### src/rtl/dice_pkg.sv
package dice_pkg;

    localparam int NUM_DOTS   = 7;
    localparam int FACE_W     = 3;

    // dot positions on the face
    localparam int DOT_LT = 0;
    localparam int DOT_LM = 1;
    localparam int DOT_LB = 2;
    localparam int DOT_RT = 3;
    localparam int DOT_RM = 4;
    localparam int DOT_RB = 5;
    localparam int DOT_CC = 6;

    typedef struct packed {
        logic s1;
        logic s2;
        logic s3;
    } ring_t;

    typedef struct packed {
        logic centre;    // odd faces
        logic diag_main; // all but face 1
        logic diag_anti; // faces 4, 5, 6
        logic mids;      // face 6 only
    } base_t;

    localparam ring_t RING_HOME = '{s1: 1'b0, s2: 1'b0, s3: 1'b0};

    function automatic logic ring_unused(input ring_t r);
        return (r.s1 != r.s2) && (r.s2 != r.s3) && (r.s1 == r.s3);
    endfunction

    function automatic ring_t ring_step(input ring_t r);
        ring_t n;
        n.s1 = ~r.s3;
        n.s2 = r.s1;
        n.s3 = r.s2;
        return n;
    endfunction

    function automatic logic [FACE_W-1:0] ring_face(input ring_t r);
        logic [FACE_W-1:0] f;
        unique case ({r.s1, r.s2, r.s3})
            3'b000:  f = 3'd6;
            3'b100:  f = 3'd4;
            3'b110:  f = 3'd2;
            3'b111:  f = 3'd1;
            3'b011:  f = 3'd3;
            3'b001:  f = 3'd5;
            default: f = 3'd0;
        endcase
        return f;
    endfunction

endpackage

### src/rtl/dice_ring_counter.sv
module dice_ring_counter
    import dice_pkg::*;
(
    input  logic  clk,
    input  logic  rst,
    input  logic  run,
    output ring_t state
);

    ring_t st_q;

    always_ff @(posedge clk) begin
        if (rst) begin
            st_q <= RING_HOME;
        end else if (ring_unused(st_q)) begin
            st_q <= RING_HOME;
        end else if (run) begin
            st_q <= ring_step(st_q);
        end
    end

    assign state = st_q;

    // stopped counter keeps its code
    p_hold_r3: assert property (@(posedge clk) disable iff (rst)
        !run |=> $stable(st_q));

    // a running twisted ring always changes code
    p_step_r2: assert property (@(posedge clk) disable iff (rst)
        run |=> (st_q != $past(st_q)));

    // only the six loop codes are ever held
    p_legal_r5: assert property (@(posedge clk) disable iff (rst)
        !ring_unused(st_q));

endmodule

### src/rtl/dice_base_decode.sv
module dice_base_decode
    import dice_pkg::*;
(
    input  ring_t state,
    output base_t base
);

    always_comb begin
        base.centre    = state.s3;
        base.diag_anti = ~state.s2;
        base.diag_main = ~(state.s1 & state.s2 & state.s3);
        base.mids      = ~state.s1 & ~state.s2 & ~state.s3;
    end

    // the middle pair only appears together with both corner pairs
    always_comb begin
        if (base.mids) begin
            a_mids_full_r9: assert (base.diag_main && base.diag_anti && !base.centre);
        end
    end

endmodule

### src/rtl/dice_dot_driver.sv
module dice_dot_driver
    import dice_pkg::*;
(
    input  base_t                base,
    output logic [NUM_DOTS-1:0]  dots
);

    always_comb begin
        dots         = '0;
        dots[DOT_CC] = base.centre;
        dots[DOT_LT] = base.diag_main;
        dots[DOT_RB] = base.diag_main;
        dots[DOT_LB] = base.diag_anti;
        dots[DOT_RT] = base.diag_anti;
        dots[DOT_LM] = base.mids;
        dots[DOT_RM] = base.mids;
    end

endmodule

### src/rtl/dice_roller_top.sv
module dice_roller_top
    import dice_pkg::*;
(
    input  logic                 clk,
    input  logic                 rst,
    input  logic                 roll_i,
    output logic [NUM_DOTS-1:0]  dots_o,
    output logic [FACE_W-1:0]    face_o,
    output logic                 valid_o
);

    ring_t state;
    base_t base;
    logic  valid_q;

    dice_ring_counter u_ring (
        .clk   (clk),
        .rst   (rst),
        .run   (roll_i),
        .state (state)
    );

    dice_base_decode u_decode (
        .state (state),
        .base  (base)
    );

    dice_dot_driver u_dots (
        .base (base),
        .dots (dots_o)
    );

    always_ff @(posedge clk) begin
        if (rst) begin
            valid_q <= 1'b0;
        end else begin
            valid_q <= ~roll_i;
        end
    end

    assign valid_o = valid_q;
    assign face_o  = ring_face(state);

    // valid follows the roll input one edge later
    p_valid_up_r4: assert property (@(posedge clk) disable iff (rst)
        !roll_i |=> valid_o);
    p_valid_down_r4: assert property (@(posedge clk) disable iff (rst)
        roll_i |=> !valid_o);

    // a finished roll shows as many dots as its face value
    p_dot_count_r5: assert property (@(posedge clk) disable iff (rst)
        valid_o |-> ($countones(dots_o) == int'(face_o)));

    // reset puts face 6 up on the next edge
    p_reset_face_r1: assert property (@(posedge clk)
        rst |=> (face_o == 3'd6));

endmodule

### config.mk
export PLATFORM = sky130hd
export DESIGN_NAME = dice_roller_top
export DESIGN_NICKNAME = d
export VERILOG_FILES = /design/src/rtl/dice_pkg.sv /design/src/rtl/dice_ring_counter.sv /design/src/rtl/dice_base_decode.sv /design/src/rtl/dice_dot_driver.sv /design/src/rtl/dice_roller_top.sv
export SDC_FILE = /design/constraint.sdc
export NUM_CORES = 1
export LEC_CHECK = 0
export BUFFER_PORTS_ARGS = -buffer_cell sky130_fd_sc_hd__buf_2
export CELL_PAD_IN_SITES_DETAIL_PLACEMENT = 0
export CELL_PAD_IN_SITES_GLOBAL_PLACEMENT = 1
export CORE_AREA = 10 10 47 49
export DETAILED_ROUTE_END_ITERATION = 6
export DIE_AREA = 0 0 57 59
export GPL_ROUTABILITY_DRIVEN = 0
export PLACE_DENSITY_LB_ADDON = 0.2
export SYNTH_ARGS = -nofsm -noshare
export SYNTH_HDL_FRONTEND = slang
export SYNTH_SLANG_ARGS = --single-unit
### constraint.sdc
create_clock -name clk -period 4 [get_ports clk]
set_input_delay 0.2 -clock clk [delete_from_list [all_inputs] [get_ports clk]]
set_output_delay 0.2 -clock clk [all_outputs]
set_load 0.02 [all_outputs]
==> results_dict.tcl, run 1 <==
set metrics [dict create \
    status "finished, final reports clean" \
    ys_warn_count 0 \
    drive_gt1_share_pct 39.58 \
    postCtsSetupRepairBufs 0 \
    clk_path_buf_depth 2 \
    clock.fmax_mhz 551.9 \
    synth_top_area_share_pct 27.13 \
    end_kind "primary output" \
    dieArea_um2 3363 \
    syn_inst 36 \
    synth.distinct_cells 14 \
    yosys-top-cells-area "ha_1 27%, dfxtp_1 25%, buf_4 9.3%, a211oi_1 7.0%, mux2i_1 6.2%" \
    first_global_vias 274 \
    cts_sinks 4 \
    drv_cap 0 \
    fp.coreArea_um2 1401 \
    cp.arrival_ns 1.61 \
    grt_pass1_wl_mm 1.317 \
    ios 14 \
    p_leak_nw 0.1882 \
    finalSetupViolCount 0 \
    tightest_slew_ns 0.3830 \
    holdWs_ns 0.1431 \
    clk_pin_slew_ns 0.03 \
    finalCriticalPeriod_ns 1.812 \
    report.final.slew_viol_count 0 \
    layout_common_cells "13 x buf_2, 7 x ha_1, 5 x nor2_1, 4 x dfxtp_1" \
    drt_pre_antenna_iters 4 \
    antenna_found_initial 0 \
    seq_area_frac_synth_pct 24.81 \
    crit_required_ns 3.80 \
    yosysTopAreaCell "ha_1" \
    port_buffers 13 \
    layout_commonest_cell "buf_2" \
    peakVddDrop_mv 0.1329 \
    cts_tree "yes" \
    final_nets 60 \
    rsz0062_at_grt "false" \
    drtAntennaViolNets 0 \
    overflow 0 \
    area_growth_pct 24.03 \
    cts.htree.levels 1 \
    worst-path-max-fanout 12 \
    final.setup.tns_ns 0 \
    synth_nets 46 \
    worstSetupStartpointType "register" \
    post_cts_resized 0 \
    pre_cts_ws_ns 2.420 \
    vias 269 \
    dp_hpwl_um 602.9 \
    avgSynthCellArea_um2 8.967 \
    fp.dieH_um 59 \
    initial_core_util_pct 23.04 \
    fin_skew_ns 0.006814 \
    wl_per_cell_um 11.61 \
    syn_area_um2 322.8 \
    drc 0 \
    fill_cells 160 \
    hold_violations 0 \
    fin_crit_sh_pct 45.30 \
    slew_headroom_pct 74.43 \
    clock_latency_ns 0.24 \
    drt_iter0_drc 4 \
    numCtsBuffers 3 \
    via_per_inst 4.203 \
    antenna_cells 0 \
    hp-class "in -> reg" \
    crit_type "reg -> out" \
    grt_usage_pct 5.006 \
    grt_max_degree 13 \
    root_buffer "clkbuf_4" \
    routed_wl_um 743 \
    cts_hold_buf 0 \
    setup_slack_ns 2.188 \
    power_density_nw_per_um2 323.4 \
    rows 14 \
    die_w_um 57 \
    synth-seq-cells 4 \
]
[flip-flops by register name (all words and copies together), names as in the netlist]
register / flops
u_ring.state: 3
valid_o: 1
[final cells by class]
class / count / area [µm²] / share of cell area (%)
multi-input combinational: 25 / 201.4 / 50.31
sequential: 4 / 80.08 / 20.00
timing repair buffer: 13 / 65.06 / 16.25
clock buffer: 3 / 22.52 / 5.625
tap: 16 / 20.02 / 5.000
inverter: 3 / 11.26 / 2.812
[kinds of logic after synthesis]
family / Yosys count / synth area share (%)
AOI/OAI and AO/OA: 8 / 17.05
and+or+nand+nor: 8 / 12.02
buffers and inverters: 7 / 12.79
adders and majority gates: 7 / 27.13
DFF: 4 / 24.81
muxes: 2 / 6.202
[per-layer routing]
layer | GRT usage [%] | part of all wire [%]
met1 | 5.444 | 46
met2 | 7.132 | 44
met3 | 3.219 | 10
met4 | 3.020 | 0
met5 | 0 | 0
[power breakdown]
part	switching, mW	leakage, nW	total [mW]	internal, mW
Combinational	0.0207	0.141	0.0334	0.0128
Sequential	0.00392	0.0330	0.0464	0.0425
Clock	0.0161	0.0138	0.0497	0.0335
Total	0.0407	0.188	0.129	0.0888
[cells in the mapped netlist]
cell type	number
ha_1	7
nor2_1	5
buf_4	4
dfxtp_1	4
a211oi_1	3
inv_1	3
a31o_2	2
mux2i_1	2
a21oi_1	1
and2b_2	1
nand2_1	1
nor3b_1	1
o21ai_0	1
o21ai_1	1
[through the flow]
step,cells,util [%],total power [mW],instance area (µm²)
floorplan,36,-,0.07147,322.8
global placement,61,26.96,0.08029,377.9
detailed placement,61,26.96,0.08086,377.9
CTS,64,28.57,0.1331,400.4
global route,64,28.57,0.1394,400.4
finish,64,28.57,0.1295,400.4
[final timing paths]
kind	start	end	slack, ns	cells past startpoint
worst max-delay path	u_ring.state[0]$_SDFFE_PP0P_	face_o[1]	2.19	5
worst min-delay path	rst	valid_o$_SDFF_PP0_	0.14	2
worst max register to register	u_ring.state[1]$_SDFFE_PP0P_	u_ring.state[2]$_SDFFE_PP0P_	2.52	4
worst min register to register	u_ring.state[2]$_SDFFE_PP0P_	u_ring.state[2]$_SDFFE_PP0P_	0.58	2
[worst max-delay path: stages (launching register included)]
cell and delay [ns]:
dfxtp_1 0.54, inv_1 0.11, ha_1 0.28, a211oi_1 0.22
a21oi_1 0.06, buf_2 0.17
No activity file was read; power rests on OpenSTA's default activity.
==> run 2, diff against run 1 <==
- ABC_AREA: not set -> 1
- CORE_AREA: 10 10 47 49 -> not set
- CORE_MARGIN: not set -> 10
- CORE_UTILIZATION: not set -> 27
- DIE_AREA: 0 0 57 59 -> not set
- clock period: 4 -> 1.55 ns (I/O delays scaled with it)
==> results_dict.tcl, run 2 <==
set metrics [dict create \
    status "finished, final reports clean" \
    hold_path_depth 2 \
    finalSetupViolCount 0 \
    first_global_vias 327 \
    tightest_slew_ns 0.1456 \
    hp-class "in -> reg" \
    fin_crit_sh_pct 90.56 \
    overflow 0 \
    report.final.slew_viol_count 0 \
    yosys-top-cells-count "9 x nand2_1, 7 x ha_1, 7 x inv_1, 7 x nor2_1, 5 x a21oi_1" \
    seq_area_frac_synth_pct 22.22 \
    routed_wl_um 770 \
    drive_gt1_share_pct 44.62 \
    cts_hold_buf 0 \
    rows 13 \
    r2r-start "u_ring.state[0]$_SDFFE_PP0P_" \
    antenna_cells 0 \
    fill_cells 149 \
    vias 334 \
    syn_area_um2 360.3 \
    dieArea_um2 3196 \
    seq_area_um2 82.58 \
    drt_iter0_drc 3 \
    ios 14 \
    synth_nets 61 \
    finalCriticalPeriod_ns 1.404 \
    clk_pin_slew_ns 0.04 \
    rr_worst_depth 5 \
    port_buffers 13 \
    initial_core_util_pct 28.04 \
    drc 0 \
    hold_violations 0 \
    synth_most_common_cell "nand2_1" \
    final.setup.tns_ns 0 \
    synth-seq-cells 4 \
    fp.coreArea_um2 1285 \
    clk_path_buf_depth 2 \
    dpl_cell_area_um2 425.4 \
    via_per_inst 4.175 \
    fin_cells 80 \
    clock_latency_ns 0.24 \
    power_density_nw_per_um2 742.7 \
    grt_usage_pct 5.390 \
    rsz0062_at_grt "false" \
    final_nets 77 \
    fp.dieH_um 56.53 \
    holdWs_ns 0.01100 \
    hold_end "valid_o$_SDFF_PP0_" \
    die_w_um 56.53 \
    postCtsSetupRepairBufs 0 \
    synth_flop_cell "dfxtp_1" \
    drtAntennaViolNets 0 \
    wl_per_cell_um 9.625 \
    synth-edff-count 0 \
    drt_pre_antenna_iters 4 \
    crit_required_ns 1.47 \
    largest_reg_flops 3 \
    slew_headroom_pct 90.28 \
    async_flop_share_pct 0 \
    syn_inst 51 \
    grt_pass1_wl_mm 1.380 \
    grt_max_degree 9 \
    multi_input_area_um2 214.0 \
    antenna_found_initial 0 \
    synth.distinct_cells 12 \
    drv_cap 0 \
    numCtsBuffers 3 \
    worstSetupStartpointType "register" \
    cp.arrival_ns 1.33 \
    post_cts_resized 0 \
    ys_warn_count 0 \
    cts_tree "yes" \
    hp-start "rst" \
    dp_hpwl_um 639 \
    cts.htree.levels 1 \
    layout_common_cells "12 x buf_2, 9 x nand2_1, 7 x inv_1, 7 x nor2_1" \
    layout_commonest_cell "buf_2" \
    yosysTopAreaCell "ha_1" \
    peakVddDrop_mv 0.5415 \
    worst-path-max-fanout 6 \
    p_leak_nw 0.2490 \
    finish.instance_area_um2 457.9 \
    fin_skew_ns 0.005958 \
    area_growth_pct 27.08 \
    r2r_end "u_ring.state[1]$_SDFFE_PP0P_" \
    clock.fmax_mhz 712.4 \
    rrSetupSlack_ns 0.42 \
    placed_cells 77 \
    end_kind "primary output" \
    avgSynthCellArea_um2 7.066 \
    power_uw 340.1 \
    crit_type "reg -> out" \
    yosys-top-cells-area "ha_1 24%, dfxtp_1 22%, nand2_1 9.4%, buf_4 8.3%, inv_1 7.3%" \
    synth_top_area_share_pct 24.31 \
    cts_sinks 4 \
    root_buffer "clkbuf_4" \
]
run 2: cell count changes in the layout (fill, tap and decap cells not counted), moves of 3 or more:
cell,previous run,this run
a21oi_1,1,5
inv_1,3,7
a211oi_1,3,0
nor2_2,0,3
nand2_1,1,9
buf_4,0,4
run 2: worst max path at each step:
stage                                 start        end  slack [ns]  cells after the start
2_1_floorplan  u_ring.state[1]$_SDFFE_PP0P_  dots_o[4]        0.15                      5
3_3_place_gp   u_ring.state[1]$_SDFFE_PP0P_  face_o[1]        0.31                      7
3_5_place_dp   u_ring.state[1]$_SDFFE_PP0P_  face_o[0]        0.32                      7
4_1_cts        u_ring.state[1]$_SDFFE_PP0P_  face_o[0]        0.06                      7
5_1_grt        u_ring.state[1]$_SDFFE_PP0P_  face_o[1]       0.008                      7
6_report       u_ring.state[0]$_SDFFE_PP0P_  face_o[1]        0.15                      7
run 2: metrics by stage:
| stage | worst slack (ns) | util [%] |
|---|---|---|
| global placement | 0.3105 | 33.11 |
| detailed placement | 0.3161 | 33.11 |
| floorplan | 0.1471 | - |
| finish | 0.1464 | 35.64 |
| global route | 0.008459 | 35.64 |
| CTS | 0.06334 | 34.86 |
run 2: power by group:
group | total, mW | switching [mW] | internal (mW)
Sequential | 0.112 | 0.00291 | 0.109
Combinational | 0.0997 | 0.0627 | 0.0370
Clock | 0.128 | 0.0417 | 0.0865
run 2: cell type report:
type / instances / area share [%]
Clock buffer: 3 / 4.918
Inverter: 8 / 6.557
Multi-Input combinational cell: 34 / 46.72
Sequential cell: 4 / 18.03
Tap cell: 15 / 4.098
Timing Repair Buffer: 16 / 19.67
run 2: routing by layer:
metal  up-vias  share of wire (%)  GRT usage, %
li1        179                  -             -
met1       145                 44         5.276
met2        10                 51         8.777
met3         0                5.3         2.921
met4         0                  0         3.093
met5         -                  0             0
run 2: kinds of logic after synthesis:
kind of cell,share of synthesized area (%)
and+or+nand+nor,26.74
buffers and inverters,19.79
adders and majority gates,24.30
AOI/OAI and AO/OA,6.943
DFF,22.22
run 2: worst max-delay path, cell delays in order, from the launching register on:
cell and delay, ns:
dfxtp_2 0.32, buf_4 0.15, ha_2 0.18, nor2_1 0.08, nor2_1 0.04, nor2_1 0.12
nor2_2 0.04, buf_4 0.15
==> run 3, diff against run 2 <==
- CELL_PAD_IN_SITES_DETAIL_PLACEMENT: 0 -> not set
- CELL_PAD_IN_SITES_GLOBAL_PLACEMENT: 1 -> not set
- CORE_AREA: not set -> 10 10 47 49
- CORE_MARGIN: 10 -> not set
- CORE_UTILIZATION: 27 -> not set
- DIE_AREA: not set -> 0 0 57 59
==> results_dict.tcl, run 3 (synthesized netlist as in run 2, its figures left out) <==
set metrics [dict create \
    clock_latency_ns 0.23 \
    ios 14 \
    placed_cells 78 \
    port_buffers 13 \
    worst-path-max-fanout 7 \
    switchingPower_uw 103.5 \
    grtUsageMet3_pct 1.931 \
    fp.coreArea_um2 1401 \
    r2r_end "u_ring.state[2]$_SDFFE_PP0P_" \
    overflow 0 \
    grt_usage_pct 4.756 \
    finalSetupViolCount 0 \
    worstSetupStartpointType "register" \
    power_frac_seq_pct 33.1 \
    dp_hpwl_um 626.7 \
    dieArea_um2 3363 \
    first_global_vias 305 \
    clk_path_buf_depth 2 \
    die_w_um 57 \
    postCtsSetupRepairBufs 0 \
    p_sw_share_pct 30.97 \
    crit_required_ns 1.47 \
    slew_headroom_pct 89.18 \
    rsz0062_at_grt "false" \
    largest_reg_flops 3 \
    rrSetupSlack_ns 0.43 \
    status "finished, final reports clean" \
    end_kind "primary output" \
    rows 14 \
    report.final.slew_viol_count 0 \
    comb_power_share_pct 29.3 \
    p_leak_nw 0.2574 \
    drc 0 \
    cts_sinks 4 \
    grt_pass1_wl_mm 1.311 \
    wl_per_cell_um 9.317 \
    grt_max_degree 9 \
    hp-start "roll_i" \
    drive_gt1_share_pct 37.88 \
    numCtsBuffers 3 \
    root_buffer "clkbuf_4" \
    final.setup.tns_ns 0 \
    layout_common_cells "13 x buf_2, 9 x nand2_1, 7 x inv_1, 7 x nor2_1, 7 x ha_1" \
    hold_violations 0 \
    rr_worst_depth 5 \
    drv_cap 0 \
    drtAntennaViolNets 0 \
    clk_pin_slew_ns 0.04 \
    drt_pre_antenna_iters 4 \
    cts.htree.levels 1 \
    internal_power_uw 230.7 \
    r2r-start "u_ring.state[0]$_SDFFE_PP0P_" \
    globalRouteMet1Util_pct 4.994 \
    via_per_inst 4.037 \
    fin_skew_ns 0.003393 \
    power_uw 334.2 \
    grt-busiest-layer "met2" \
    antenna_cells 0 \
    drt_iter0_drc 3 \
    fp.dieH_um 59 \
    area_growth_pct 27.43 \
    finalCriticalPeriod_ns 1.413 \
    vias 331 \
    hp-class "in -> reg" \
    fin_crit_sh_pct 91.18 \
    layout_commonest_cell "buf_2" \
    clock.fmax_mhz 707.6 \
    initial_core_util_pct 25.71 \
    peakVddDrop_mv 0.3399 \
    routed_wl_um 764 \
    final_nets 78 \
    use_met2_pct 7.752 \
    power.share.clock_pct 37.5 \
    power_density_nw_per_um2 727.8 \
    crit_type "reg -> out" \
    cts_tree "yes" \
    antenna_found_initial 0 \
    cp.arrival_ns 1.34 \
    fin_cells 82 \
    cp-startpoint "u_ring.state[0]$_SDFFE_PP0P_" \
    hold_path_depth 2 \
    hold_end "valid_o$_SDFF_PP0_" \
    tightest_slew_ns 0.1621 \
]
[run 3: worst max path at each step]
stage | depth (start not counted) | slack (ns) | end
floorplan | 5 | 0.15 | dots_o[4]
global placement | 7 | 0.37 | face_o[2]
detailed placement | 7 | 0.36 | face_o[2]
CTS | 7 | 0.11 | face_o[2]
global route | 7 | 0.002 | face_o[0]
finish | 7 | 0.14 | face_o[1]
[run 3: per-layer routing]
| metal | share of wire [%] | wire length, µm | up-vias |
|---|---|---|---|
| met3 | 6.0 | 46 | 0 |
| met4 | 0 | 0 | 0 |
| met2 | 49 | 371 | 7 |
| met5 | 0 | 0 | - |
| li1 | - | - | 180 |
| met1 | 45 | 346 | 144 |
[run 3: power groups by stage]
stage | clock, mW | combinational [mW] | sequential (mW)
floorplan | 0 | 0.0702 | 0.117
global placement | 0 | 0.0995 | 0.112
detailed placement | 0 | 0.0989 | 0.112
CTS | 0.134 | 0.101 | 0.111
global route | 0.135 | 0.110 | 0.111
finish | 0.125 | 0.0979 | 0.111
[run 3: through the flow]
stage	hold WS, ns	instance area (µm²)	worst slack (ns)	util [%]
6_report	0.06015	459.2	0.1367	32.77
4_1_cts	0.04830	459.2	0.1073	32.77
2_1_floorplan	0.1442	360.3	0.1471	-
3_5_place_dp	0.2497	426.7	0.3644	30.45
5_1_grt	0.07904	459.2	0.001656	32.77
3_3_place_gp	0.2495	426.7	0.3661	30.45
[run 3: layout make-up]
class | count | area (µm²)
well taps | 16 | 20.02
fillers | 174 | 942.2
clock buffers | 3 | 22.52
multi-input cells | 34 | 209.0
flip-flops and latches | 4 | 80.08
inverters | 8 | 30.03
repair buffers | 17 | 97.59
[run 3: timing repair]
| item | in CTS | in global routing |
|---|---|---|
| hold buffers | 1 | 0 |
| hold endpoints to repair | 1 | 0 |
| gates resized for setup | 0 | 0 |
[run 3: critical path, stage by stage (launching register included)]
cell,delay [ns]
dfxtp_1,0.31
buf_4,0.16
ha_1,0.20
nor2_1,0.10
nor2_1,0.04
nor2_1,0.11
nor2_2,0.04
buf_2,0.15
